[src/rtl/seg_iso_pkg.sv]
`timescale 1ns/1ps
package seg_iso_pkg;
    localparam logic [2:0] OP_SET_VM    = 3'd0;
    localparam logic [2:0] OP_ALLOC     = 3'd1;
    localparam logic [2:0] OP_FREE      = 3'd2;
    localparam logic [2:0] OP_SET_TOT   = 3'd3;
    localparam logic [2:0] OP_CLR_FAULT = 3'd4;

    typedef enum logic [0:0] {
        FAULT_CLEAR = 1'b0,
        FAULT_HELD  = 1'b1
    } fault_state_e;
endpackage

[src/rtl/seg_iso_cfg.sv]
`timescale 1ns/1ps
module seg_iso_cfg
    import seg_iso_pkg::*;
#(
    parameter int SEG_BITS = 3,
    parameter int VM_W     = 2
) (
    input  logic                           clk,
    input  logic                           rst_n,
    input  logic                           cfg_valid,
    input  logic [2:0]                     cfg_op,
    input  logic [SEG_BITS-1:0]            cfg_seg,
    input  logic [VM_W-1:0]                cfg_vm,
    input  logic [SEG_BITS:0]              cfg_tot,
    output logic [(1<<SEG_BITS)-1:0]       seg_valid,
    output logic [(1<<SEG_BITS)-1:0][VM_W-1:0] seg_owner,
    output logic [VM_W-1:0]                active_vm,
    output logic [SEG_BITS:0]              quota,
    output logic                           cfg_ack,
    output logic                           cfg_err,
    output logic                           clr_fault
);
    localparam int TSEG  = 1 << SEG_BITS;
    localparam int NVM   = 1 << VM_W;
    localparam int CNT_W = SEG_BITS + 1;

    logic [CNT_W-1:0] owned_cnt [NVM];
    logic             op_ok;

    always_comb begin
        op_ok = 1'b0;
        unique case (cfg_op)
            OP_SET_VM:    op_ok = 1'b1;
            OP_ALLOC:     op_ok = !seg_valid[cfg_seg] && (owned_cnt[cfg_vm] < quota);
            OP_FREE:      op_ok = seg_valid[cfg_seg] && (seg_owner[cfg_seg] == cfg_vm);
            OP_SET_TOT:   op_ok = (cfg_tot != '0);
            OP_CLR_FAULT: op_ok = 1'b1;
            default:      op_ok = 1'b0;
        endcase
    end

    assign clr_fault = cfg_valid && (cfg_op == OP_CLR_FAULT);

    always_ff @(posedge clk) begin
        if (!rst_n) begin
            seg_valid <= '0;
            seg_owner <= '0;
            active_vm <= '0;
            quota     <= CNT_W'(TSEG / NVM);
            cfg_ack   <= 1'b0;
            cfg_err   <= 1'b0;
            for (int v = 0; v < NVM; v++) owned_cnt[v] <= '0;
        end else begin
            cfg_ack <= cfg_valid;
            cfg_err <= cfg_valid && !op_ok;
            if (cfg_valid && op_ok) begin
                unique case (cfg_op)
                    OP_SET_VM: active_vm <= cfg_vm;
                    OP_ALLOC: begin
                        seg_valid[cfg_seg] <= 1'b1;
                        seg_owner[cfg_seg] <= cfg_vm;
                        owned_cnt[cfg_vm]  <= owned_cnt[cfg_vm] + 1'b1;
                    end
                    OP_FREE: begin
                        seg_valid[cfg_seg] <= 1'b0;
                        owned_cnt[cfg_vm]  <= owned_cnt[cfg_vm] - 1'b1;
                    end
                    OP_SET_TOT: quota <= CNT_W'(TSEG) / cfg_tot;
                    default: ;
                endcase
            end
        end
    end
endmodule

[src/rtl/seg_iso_check.sv]
`timescale 1ns/1ps
module seg_iso_check #(
    parameter int ADDR_W   = 16,
    parameter int SEG_BITS = 3,
    parameter int VM_W     = 2
) (
    input  logic                               clk,
    input  logic                               rst_n,
    input  logic                               req_valid,
    input  logic                               req_is_dma,
    input  logic [VM_W-1:0]                    req_vm,
    input  logic [ADDR_W-1:0]                  req_addr,
    input  logic [VM_W-1:0]                    active_vm,
    input  logic [(1<<SEG_BITS)-1:0]           seg_valid,
    input  logic [(1<<SEG_BITS)-1:0][VM_W-1:0] seg_owner,
    output logic                               deny_now,
    output logic [VM_W-1:0]                    eff_vm,
    output logic                               grant,
    output logic                               abort
);
    logic [SEG_BITS-1:0] seg_idx;
    logic                owner_hit;

    assign seg_idx   = req_addr[ADDR_W-1 -: SEG_BITS];
    assign eff_vm    = req_is_dma ? req_vm : active_vm;
    assign owner_hit = seg_valid[seg_idx] && (seg_owner[seg_idx] == eff_vm);
    assign deny_now  = req_valid && !owner_hit;

    always_ff @(posedge clk) begin
        if (!rst_n) begin
            grant <= 1'b0;
            abort <= 1'b0;
        end else begin
            grant <= req_valid && owner_hit;
            abort <= deny_now;
        end
    end
endmodule

[src/rtl/seg_iso_fault.sv]
`timescale 1ns/1ps
module seg_iso_fault
    import seg_iso_pkg::*;
#(
    parameter int ADDR_W = 16,
    parameter int VM_W   = 2
) (
    input  logic              clk,
    input  logic              rst_n,
    input  logic              deny_now,
    input  logic              clr_fault,
    input  logic [ADDR_W-1:0] req_addr,
    input  logic [VM_W-1:0]   eff_vm,
    output logic              fault_valid,
    output logic [ADDR_W-1:0] fault_addr,
    output logic [VM_W-1:0]   fault_vm
);
    fault_state_e state_q, state_d;

    always_ff @(posedge clk) begin
        if (!rst_n) state_q <= FAULT_CLEAR;
        else        state_q <= state_d;
    end

    always_comb begin
        state_d = state_q;
        unique case (state_q)
            FAULT_CLEAR: if (clr_fault)     state_d = FAULT_CLEAR;
                         else if (deny_now) state_d = FAULT_HELD;
            FAULT_HELD:  if (clr_fault)     state_d = FAULT_CLEAR;
            default:                        state_d = FAULT_CLEAR;
        endcase
    end

    always_ff @(posedge clk) begin
        if (!rst_n) begin
            fault_addr <= '0;
            fault_vm   <= '0;
        end else if (state_q == FAULT_CLEAR && state_d == FAULT_HELD) begin
            fault_addr <= req_addr;
            fault_vm   <= eff_vm;
        end
    end

    always_comb fault_valid = (state_q == FAULT_HELD);
endmodule

[src/rtl/seg_iso_top.sv]
`timescale 1ns/1ps
module seg_iso_top #(
    parameter int ADDR_W   = 16,
    parameter int SEG_BITS = 3,
    parameter int VM_W     = 2
) (
    input  logic                clk,
    input  logic                rst_n,
    input  logic                req_valid,
    input  logic                req_is_dma,
    input  logic [VM_W-1:0]     req_vm,
    input  logic [ADDR_W-1:0]   req_addr,
    output logic                grant,
    output logic                abort,
    input  logic                cfg_valid,
    input  logic [2:0]          cfg_op,
    input  logic [SEG_BITS-1:0] cfg_seg,
    input  logic [VM_W-1:0]     cfg_vm,
    input  logic [SEG_BITS:0]   cfg_tot,
    output logic                cfg_ack,
    output logic                cfg_err,
    output logic [VM_W-1:0]     active_vm,
    output logic [SEG_BITS:0]   quota,
    output logic                fault_valid,
    output logic [ADDR_W-1:0]   fault_addr,
    output logic [VM_W-1:0]     fault_vm
);
    localparam int TSEG = 1 << SEG_BITS;

    logic [TSEG-1:0]            seg_valid;
    logic [TSEG-1:0][VM_W-1:0]  seg_owner;
    logic                       clr_fault;
    logic                       deny_now;
    logic [VM_W-1:0]            eff_vm;

    seg_iso_cfg #(.SEG_BITS(SEG_BITS), .VM_W(VM_W)) cfg_i (
        .clk(clk), .rst_n(rst_n), .cfg_valid(cfg_valid), .cfg_op(cfg_op),
        .cfg_seg(cfg_seg), .cfg_vm(cfg_vm), .cfg_tot(cfg_tot),
        .seg_valid(seg_valid), .seg_owner(seg_owner), .active_vm(active_vm),
        .quota(quota), .cfg_ack(cfg_ack), .cfg_err(cfg_err), .clr_fault(clr_fault)
    );

    seg_iso_check #(.ADDR_W(ADDR_W), .SEG_BITS(SEG_BITS), .VM_W(VM_W)) check_i (
        .clk(clk), .rst_n(rst_n), .req_valid(req_valid), .req_is_dma(req_is_dma),
        .req_vm(req_vm), .req_addr(req_addr), .active_vm(active_vm),
        .seg_valid(seg_valid), .seg_owner(seg_owner), .deny_now(deny_now),
        .eff_vm(eff_vm), .grant(grant), .abort(abort)
    );

    seg_iso_fault #(.ADDR_W(ADDR_W), .VM_W(VM_W)) fault_i (
        .clk(clk), .rst_n(rst_n), .deny_now(deny_now), .clr_fault(clr_fault),
        .req_addr(req_addr), .eff_vm(eff_vm), .fault_valid(fault_valid),
        .fault_addr(fault_addr), .fault_vm(fault_vm)
    );
endmodule

[config.mk]
export PLATFORM = sky130hd
export DESIGN_NAME = seg_iso_top
export DESIGN_NICKNAME = d
export VERILOG_FILES = /design/src/rtl/seg_iso_pkg.sv /design/src/rtl/seg_iso_cfg.sv /design/src/rtl/seg_iso_check.sv /design/src/rtl/seg_iso_fault.sv /design/src/rtl/seg_iso_top.sv
export SDC_FILE = /design/constraint.sdc
export NUM_CORES = 1
export LEC_CHECK = 0
export BUFFER_PORTS_ARGS = -buffer_cell sky130_fd_sc_hd__buf_2
export CAP_MARGIN = 20
export CORE_ASPECT_RATIO = 0.5
export CORE_UTILIZATION = 51
export DETAILED_ROUTE_END_ITERATION = 7
export GPL_ROUTABILITY_DRIVEN = 1
export HOLD_SLACK_MARGIN = 0.02
export PLACE_DENSITY = 0.87
export SLEW_MARGIN = 25
export SYNTH_ARGS = -nofsm -noshare
export SYNTH_HDL_FRONTEND = slang
export SYNTH_SLANG_ARGS = --single-unit
[constraint.sdc]
create_clock -name clk -period 3.9 [get_ports clk]
set_input_delay 0.585 -clock clk [delete_from_list [all_inputs] [get_ports clk]]
set_output_delay 0.585 -clock clk [all_outputs]
set_load 0.1 [all_outputs]
Yosys cells after proc, flatten, opt, wreduce, memory -nomap -nowiden --
Memory sizes are Yosys's and may differ from the RTL's. Cells that the tools add are included.
Word-level totals: bits in registers 53, memory bits (writable) 16, bits of input ports 35, output and inout bits 29, logic and storage cells 92, memories 1
Memory list:
- cfg_i.owned_cnt | words 4, width 4, read ports 1, clocked after Yosys merged registers in 0, wr ports 4, line seg_iso_cfg.sv:27 | logic [CNT_W-1:0] owned_cnt [NVM];
Cells by class: add/subtract/negate cells 2, div/mod/pow operators 1, $lt $le $gt $ge 4, equality and inequality tests 6, mux-type cells 33, bitwise logic cells 5, reductions and logical operators 22
Operators by type and width (number):
- $bwmux 16 | 1
- $mux 1 | 16
- $pmux 8 s2 | 1
- $bmux 2 s3 | 2
- $logic_and 1x1->1 | 10
- $mux 2 | 5
- $and 8x8->8 | 1
- $lt 3x4->1 const B | 2
- $mux 4 | 2
- $not 8->8 | 1
- $or 8x8->8 | 1
- $reduce_and 2->1 | 4
- $bmux 1 s3 | 2
- $demux 2 s3 | 1
- $eq 3x2->1 const B | 2
- $add 4x1->4 const B | 1
- $div 4x4->4 const A | 1
- $eq 2x2->1 | 2
- $lt 4x4->1 | 1
- $pmux 1 s4 | 1
- $reduce_bool 4->1 | 1
- $reduce_or 4->1 | 1
- $sub 4x1->4 const B | 1
- $demux 1 s3 | 1
- 10 further kinds | 12

Logic depth before layout (Yosys ltp) --
Gate-level depths: netlist of the first run.
word-level depth 12, mapped depth 17

Cells and area by module --
A second synthesis of the first run with hierarchy kept.
Second synthesis, totals: cell total of the unflattened synthesis 396, area, all modules 3915.0 um^2
By module, submodules not included:
- seg_iso_cfg | times used 1, cells an instance 289, area each 2829.0 um^2, seq. area each 1121.1 um^2
- seg_iso_fault | times used 1, cells an instance 82, area each 770.7 um^2, seq. area each 380.4 um^2
- seg_iso_check | times used 1, cells an instance 25, area each 315.3 um^2, seq. area each 40.0 um^2

Worst setup path after synthesis of the first run --
No wires, ideal clock.
kind input to register, start point input cfg_tot[0], end point register cfg_i.quota[0], library setup time 0.130 ns, arrival time 3.685 ns, slack 0.085 ns, stages on the path 17, buffers on the path 0, path through inv_1 > ha_1 > o31a_1 > nand2_1 > ha_1 > nor2_1 > nor3_1 > a22oi_1 > mux2_2 > ha_1 > o31ai_1 > a21oi_1 > mux2_2 > ha_1 > a21o_1 > a21oi_1 > a21oi_1
Between the ends: cells in the longest elaborated chain, start to end 4, elaborated cells on any way between the ends 5, classes of those cells 1 x div; 1 x mux; 3 x reduce/logical
RTL lines:
- start: declaration | line seg_iso_top.sv:19 | input logic [SEG_BITS:0] cfg_tot,
- parallel branches: the longest is 4 deep, another holds $div 4x4->4
- end signal: assignment | line seg_iso_cfg.sv:49 | quota <= CNT_W'(TSEG / NVM);
- end signal: assignment | line seg_iso_cfg.sv:68 | OP_SET_TOT: quota <= CNT_W'(TSEG) / cfg_tot;
- end: declaration | line seg_iso_cfg.sv:18 | output logic [SEG_BITS:0] quota,
Several ways; the timed one is not identified. A chain may end at the register's enable or synchronous reset.

Worst setup path after layout of the first run --
start point input cfg_tot[1], end point register cfg_i.quota[0]
The elaborated chain is that of the path after synthesis.

==> results of run 1 <==
## final timing paths
kind                                         endpoint  slack (ns)  depth (start not counted)
worst max-delay path                   cfg_i.quota[0]        0.37                         18
worst min-delay path            fault_i.fault_addr[9]        0.45                          2
worst max register to register  cfg_i.owned_cnt[2][3]        0.73                         12
worst min register to register  fault_i.fault_addr[9]        0.45                          2
## stage by stage
step / std cells / hold WS, ns
CTS: 541 / 0.447
global placement: 525 / 0.433
finish: 541 / 0.446
global route: 541 / 0.469
floorplan: 376 / 0.435
detailed placement: 526 / 0.436
## power by group
part / internal (mW) / leakage (nW) / switching [mW] / total, mW
Sequential: 0.755 / 0.596 / 0.0105 / 0.765
Combinational: 0.0907 / 1.19 / 0.251 / 0.342
Clock: 0.495 / 0.146 / 0.293 / 0.787
## logic make-up after synthesis
| family | Yosys count | share of synthesized area [%] |
|---|---|---|
| AOI/OAI and AO/OA | 66 | 11.6 |
| adders and majority gates | 14 | 4.94 |
| and+or+nand+nor | 138 | 19.3 |
| muxes | 44 | 15.7 |
| DFF | 69 | 41.7 |
| buffers and inverters | 36 | 4.30 |
| xor gates and xnor gates | 9 | 2.34 |
## per-layer routing
metal  part of all wire [%]  vias up  global-route usage, %
li1                       -     1495                      -
met1                     42     1513                   31.6
met2                     50      125                   40.6
met3                    5.7       29                   5.61
met4                    2.6        0                   11.4
met5                      0        -                      0
## synth_stat cells (6+ instances only)
master,instances,area share [%]
dfxtp_1,53,29
nand2_1,51,5.2
mux2i_1,30,8.1
nand3_1,22,3.0
nor2_1,22,2.2
edfxtp_1,16,13
inv_1,16,1.6
o21ai_1,16,2.2
a21oi_1,14,1.9
ha_1,13,4.4
mux4_2,11,6.7
clkbuf_1,10,1.0
nor3_1,9,1.2
o21ai_0,7,0.95
buf_2,6,0.81
xor2_1,6,1.4
## cell usage in the layout, fill, tap and decap left out, drive strengths merged, types with 12 or more instances in the layout
cell type,instances
nand3,24
nor2,22
nand2,54
inv,17
a21oi,14
ha,13
dfxtp,53
edfxtp,16
buf,78
nor3,12
o21ai,24
mux2i,30
## critical path, cell delays in order
cell,delay [ns]
buf_2,0.10
inv_1,0.08
ha_1,0.21
o31a_1,0.30
nand2_1,0.08
ha_1,0.14
nor2_1,0.07
nor3_2,0.18
a22oi_1,0.12
mux2_2,0.28
ha_1,0.30
o31ai_1,0.07
a21oi_1,0.20
mux2_2,0.36
ha_1,0.27
a21o_1,0.15
a21oi_1,0.14
a21oi_1,0.08
## final cells by class
type	instances	area [um^2]	share of cell area (%)
Tap cell	92	115	2.59
Clock buffer	10	233	5.25
Timing Repair Buffer	78	435	9.81
Clock inverter	5	51.3	1.16
Inverter	16	60.1	1.35
Sequential cell	69	1540	34.7
Multi-Input combinational cell	271	2000	45.1
## timing repair
action                     in CTS  in global routing
hold endpoints to repair        0                  0
setup endpoints to repair       0                  1
hold buffers                    0                  0
gates resized for setup         0                  1
==> reports/results.ini, run 1 <==
[floorplanning]
dieArea_mm2=0.00761
io_pins=64
die_h_um=62.2
die_w_um=122
rows=21
initial_core_util_pct=54.1
core-area_mm2=0.00683

[sta]
fin_skew_ns=0.00486
slew_headroom_pct=47.7
slew_violations=0
fmax_mhz=284
min_period_ns=3.53
finalSetupTns_ns=0
tightest_slew_ns=0.783
fin_ws_ns=0.375
period_share_pct=90.4
hold_viol=0
rsz0062_at_grt=false
finalSetupViolations=0

[placed_design]
place.gp.congestion=0.871
io_buffers=63
dp_hpwl_mm=6.20
placed_cell_area_mm2=0.00415
preCtsSetupSlack_ns=-0.0694

[layout]
syn_to_final_growth_pct=20.0
fillers=533
design_area_mm2=0.00444
drive_above_1_share_pct=27.4
antenna_cells=0
final_util_pct=64.9
final_nets=494

[clock_tree]
path_clk_slew_ns=0.05
tritoncts=built
post-cts-setup-buffer-count=0
cts_buffer_depth=2
numCtsBuffers=9
root_buffer=clkbuf_16
clkLatencyLatePin_ns=0.33
clock_sinks=69
cts_max_level=3

[setup_path]
endpoint_kind=flip-flop
critPathLaunch=cfg_tot[1]
cp_data_required_time_ns=4.11
startpoint_type=primary input
path_class=in2reg
worstPathArrival_ns=3.73
cp_max_fo=4
r2r_start=cfg_i.seg_owner[8]

[routing]
first_pass_iters=5
wl_per_cell_um=16.4
drc=0
drtIter0Drc=249
viasPerCell=5.84
totalWireLength_mm=8.89
vias=3162
antenna_left=0

[synthesis]
ys_types=54
mappedNetlistArea_mm2=0.00370
synth_area_per_cell_um2=9.83
ys.flop_type=dfxtp_1
synthArstFlopShare_pct=0
ys_ff_latch=69
syn-num-nets=425
synth_cells=376
seq_area_frac_synth_pct=41.7
synth_edf_count=16
ys_warn_count=0

[pwr]
power_density_mw_per_mm2=427
p_leak_nw=1.93
ir_drop_mv=0.215
power_mw=1.89

[global_route]
grt_pass1_wl_mm=14.7
gr-total-overflow=0
antenna_found_initial=0
grt_usage_pct=25.0
grt_pass1_vias=3038
grt_max_degree=67

[flow_run]
cap_violations=0

[hold_path]
min-delay-start=fault_i.fault_addr[9]
hold_path_class=reg2reg

[status]
status=finished clean

No activity file was read; power rests on OpenSTA's default activity.
==> inputs of run 2 (changes only) <==
- CELL_PAD_IN_SITES_DETAIL_PLACEMENT: default -> 1
- CELL_PAD_IN_SITES_GLOBAL_PLACEMENT: default -> 2
- CORE_UTILIZATION: 51 -> 35
- CTS_CLUSTER_DIAMETER: default -> 30
- PLACE_DENSITY: 0.87 -> 0.9
- clock period: 3.9 -> 3.5 ns (I/O delays scaled with it)
==> reports/results.ini, run 2 (synthesis results as in run 1) <==
[status]
status=finished clean

[global_route]
grt_pass1_wl_mm=16.2
grt_usage_pct=19.5
grt_pass1_vias=3114
gr-total-overflow=0
antenna_found_initial=0
grt_max_degree=67

[setup_path]
endpoint_kind=flip-flop
worstPathArrival_ns=3.53
startpoint_type=primary input
path_class=in2reg
cp_data_required_time_ns=3.71
cp_max_fo=3

[pwr]
p_leak_nw=2.04
power_density_mw_per_mm2=454
p_switching_uw=639
p_seq_share_pct=39.6
combinationalPowerShare_pct=19.1
p_sw_share_pct=29.7
p_clk_share_pct=41.2
ir_drop_mv=0.225
internal-power_mw=1.51

[clock_tree]
root_buffer=clkbuf_16
path_clk_slew_ns=0.06
tritoncts=built
clkLatencyLatePin_ns=0.33
cts_buffer_depth=2
numCtsBuffers=9
cts_max_level=3
clock_sinks=69
post-cts-setup-buffer-count=0
cts_hold_buf=0
cts_resized=0

[sta]
rsz0062_at_grt=false
hold_slack_ns=0.413
fin_ws_ns=0.186
fmax_mhz=302
hold_viol=0
slew_headroom_pct=55.8
min_period_ns=3.31
slew_violations=0
period_share_pct=94.7
fin_skew_ns=0.00774
tightest_slew_ns=0.663
finalSetupViolations=0

[floorplanning]
dieArea_mm2=0.0110
die_w_um=147
io_pins=64
rows=26
die_h_um=74.7
core-area_mm2=0.0102
initial_core_util_pct=36.1

[routing]
vias=3134
antenna_left=0
drc=0
first_pass_iters=4
drtIter0Drc=135
totalWireLength_mm=10.1
wl_per_cell_um=16.5
viasPerCell=5.12

[placed_design]
preCtsSetupSlack_ns=-0.277
io_buffers=63
placed_cell_area_mm2=0.00444
place.gp.congestion=0.769
dp_hpwl_mm=7.43

[layout]
antenna_cells=0
drive_above_1_share_pct=32.4
ff_latch_area_mm2=0.00154
fillers=1184
final_cell_mix=63 x buf_2, 53 x dfxtp_1, 51 x nand2_1
syn_to_final_growth_pct=28.3
final_util_pct=46.3
final_common_cell=buf_2
final_nets=517
multi_input_area_mm2=0.00208
design_area_mm2=0.00474

[hold_path]
hold_path_class=in2reg

[flow_run]
cap_violations=0

run 2: final timing paths:
kind                                              end  slack [ns]  cells past startpoint                  start
worst max-delay path                   cfg_i.quota[0]        0.19                     18             cfg_tot[0]
worst max register to register  cfg_i.owned_cnt[2][3]        0.38                     12     cfg_i.seg_owner[8]
worst min register to register  fault_i.fault_addr[8]        0.45                      2  fault_i.fault_addr[8]
worst min-delay path            fault_i.fault_addr[7]        0.41                      3            req_addr[7]
run 2: through the flow:
stage | std cells | TNS (ns) | power, mW
after floorplan | 376 | -0.0253 | 1.16
after global placement | 597 | -0.0623 | 1.27
after detailed placement | 597 | -0.519 | 1.28
after CTS | 612 | 0 | 2.17
after global routing | 612 | 0 | 2.24
final | 612 | 0 | 2.15
run 2: cell type report:
cell class,instances,share of cell area [%]
well taps,140,3.69
repair buffers,101,12.7
clock buffers,11,4.91
multi-input cells,271,43.8
flip-flops and latches,69,32.5
inverters,16,1.35
clock inverters,4,1.06
run 2: power by group through the flow:
stage	sequential (mW)	clock (mW)	combinational, mW
2_1_floorplan	1.00	0	0.163
3_3_place_gp	0.868	0	0.402
3_5_place_dp	0.870	0	0.409
4_1_cts	0.853	0.905	0.413
5_1_grt	0.856	0.944	0.443
6_report	0.853	0.886	0.412
run 2: routing by layer:
layer	routed length, um	vias up	GRT usage [%]
met5	0	-	0
met4	108	0	5.84
met3	266	8	4.06
met2	5190	35	34.9
met1	4510	1551	24.3
li1	-	1540	-
run 2: worst max-delay path: stages:
cell and delay [ns]:
buf_2 0.13, clkinvlp_4 0.11, ha_4 0.16, o31a_1 0.31
nand2_1 0.07, ha_2 0.19, nor2_4 0.05, nor3_4 0.16
a22oi_1 0.13, mux2_4 0.31, ha_4 0.27, o31ai_2 0.06
a21oi_2 0.17, mux2_4 0.33, ha_4 0.21, a21o_1 0.14
a21oi_1 0.12, a21oi_1 0.07
==> inputs of run 3 (changes only) <==
- CORE_MARGIN: default -> 3
- CTS_CLUSTER_DIAMETER: 30 -> 60
==> reports/results.ini, run 3 (synthesis results as in run 1) <==
[status]
status=finished clean

[sta]
rsz0062_at_grt=false
fmax_mhz=302
tightest_slew_ns=0.710
fin_skew_ns=0.00883
slew_violations=0
hold_slack_ns=0.409
slew_headroom_pct=52.7
min_period_ns=3.32
finalSetupViolations=0
hold_viol=0
period_share_pct=94.8
finalSetupTns_ns=0

[clock_tree]
clock_sinks=69
cts_max_level=3
post-cts-setup-buffer-count=0
clkLatencyLatePin_ns=0.34
tritoncts=built
numCtsBuffers=9
cts_buffer_depth=2
path_clk_slew_ns=0.05
root_buffer=clkbuf_16

[routing]
drc=0
drtIter0Drc=148
antenna_left=0
wl_per_cell_um=16.8
viasPerCell=5.08
vias=3081
first_pass_iters=4
totalWireLength_mm=10.2

[floorplanning]
die_h_um=78.7
rows=25
io_pins=64
dieArea_mm2=0.0119
core-area_mm2=0.00985
die_w_um=151
initial_core_util_pct=37.5

[pwr]
p_switching_uw=635
p_seq_share_pct=38.4
power_density_mw_per_mm2=468
ir_drop_mv=0.256
p_sw_share_pct=28.6
combinationalPowerShare_pct=18.3
p_clk_share_pct=43.2
internal-power_mw=1.58
p_leak_nw=2.04

[setup_path]
path_class=in2reg
endpoint_kind=flip-flop
worstPathArrival_ns=3.53
cp_max_fo=3
startpoint_type=primary input
cp_data_required_time_ns=3.71

[global_route]
gr-total-overflow=0
grt_pass1_vias=3327
antenna_found_initial=0
grt_usage_pct=18.5
grt_max_degree=67
grt_pass1_wl_mm=17.1

[flow_run]
cap_violations=0

[placed_design]
io_buffers=63
placed_cells=590
placed_cell_area_mm2=0.00442
dp_hpwl_mm=7.60
place.gp.congestion=0.831

[layout]
design_area_mm2=0.00474
ff_latch_area_mm2=0.00154
multi_input_area_mm2=0.00207
antenna_cells=0
final_nets=515
syn_to_final_growth_pct=28.3
drive_above_1_share_pct=32.3
final_cell_mix=63 x buf_2, 53 x dfxtp_1, 51 x nand2_1
final_common_cell=buf_2
fin_cells=606
fillers=1133

[hold_path]
hold_path_class=in2reg

run 3: changes by cell type in the layout (fill, tap and decap cells not counted), sizes merged:
cell / before / now
clkbuf: 11 / 14
buf: 101 / 99
inv: 16 / 15
clkinv: 2 / 1
run 3: stage by stage:
step / setup slack, ns / util (%) / power [mW]
global placement: -0.0810 / 44.9 / 1.27
finish: 0.184 / 48.1 / 2.22
floorplan: -0.0253 / - / 1.16
global route: 0.0272 / 48.1 / 2.32
detailed placement: -0.205 / 44.9 / 1.28
CTS: 0.141 / 48.1 / 2.24
run 3: final timing paths:
kind                         start                    end  slack (ns)  depth (start not counted)
max                     cfg_tot[0]         cfg_i.quota[0]        0.18                         18
min                    req_addr[6]  fault_i.fault_addr[6]        0.41                          3
max reg2reg  cfg_i.owned_cnt[3][3]  cfg_i.owned_cnt[3][0]        0.49                          8
min reg2reg  fault_i.fault_addr[4]  fault_i.fault_addr[4]        0.45                          2
run 3: layout make-up:
class | count | area share [%]
tap | 135 | 3.56
inverter | 16 | 1.35
timing repair buffer | 99 | 12.3
multi-input combinational | 271 | 43.6
clock inverter | 2 | 0.818
clock buffer | 14 | 5.88
sequential | 69 | 32.5
run 3: what timing repair did:
item / in CTS / in global routing
setup endpoints to repair: 0 / 1
gates resized for setup: 0 / 1
hold buffers: 0 / 0
run 3: critical path, cell delays in order:
cell and delay, ns:
buf_2 0.13, clkinvlp_4 0.11, ha_4 0.17, o31a_1 0.30, nand2_1 0.07, ha_2 0.16
nor2_2 0.05, nor3_2 0.19, a22oi_1 0.13, mux2_4 0.30, ha_4 0.27, o31ai_2 0.06
a21oi_2 0.18, mux2_4 0.33, ha_4 0.21, a21o_1 0.15, a21oi_1 0.12, a21oi_1 0.07
run 3: power groups by stage:
stage                     Combinational [mW]  Sequential (mW)  Clock, mW
after CTS                              0.411            0.853      0.980
final                                  0.407            0.853      0.959
after global placement                 0.400            0.869          0
after detailed placement               0.408            0.870          0
after floorplan                        0.163             1.00          0
after global routing                   0.440            0.856       1.02
run 3: routing by layer:
metal	wire length, um	vias to the layer above	track usage (%)
li1	-	1535	-
met1	4720	1493	23.9
met2	4900	43	30.0
met3	427	10	5.65
met4	135	0	5.33
met5	0	-	0
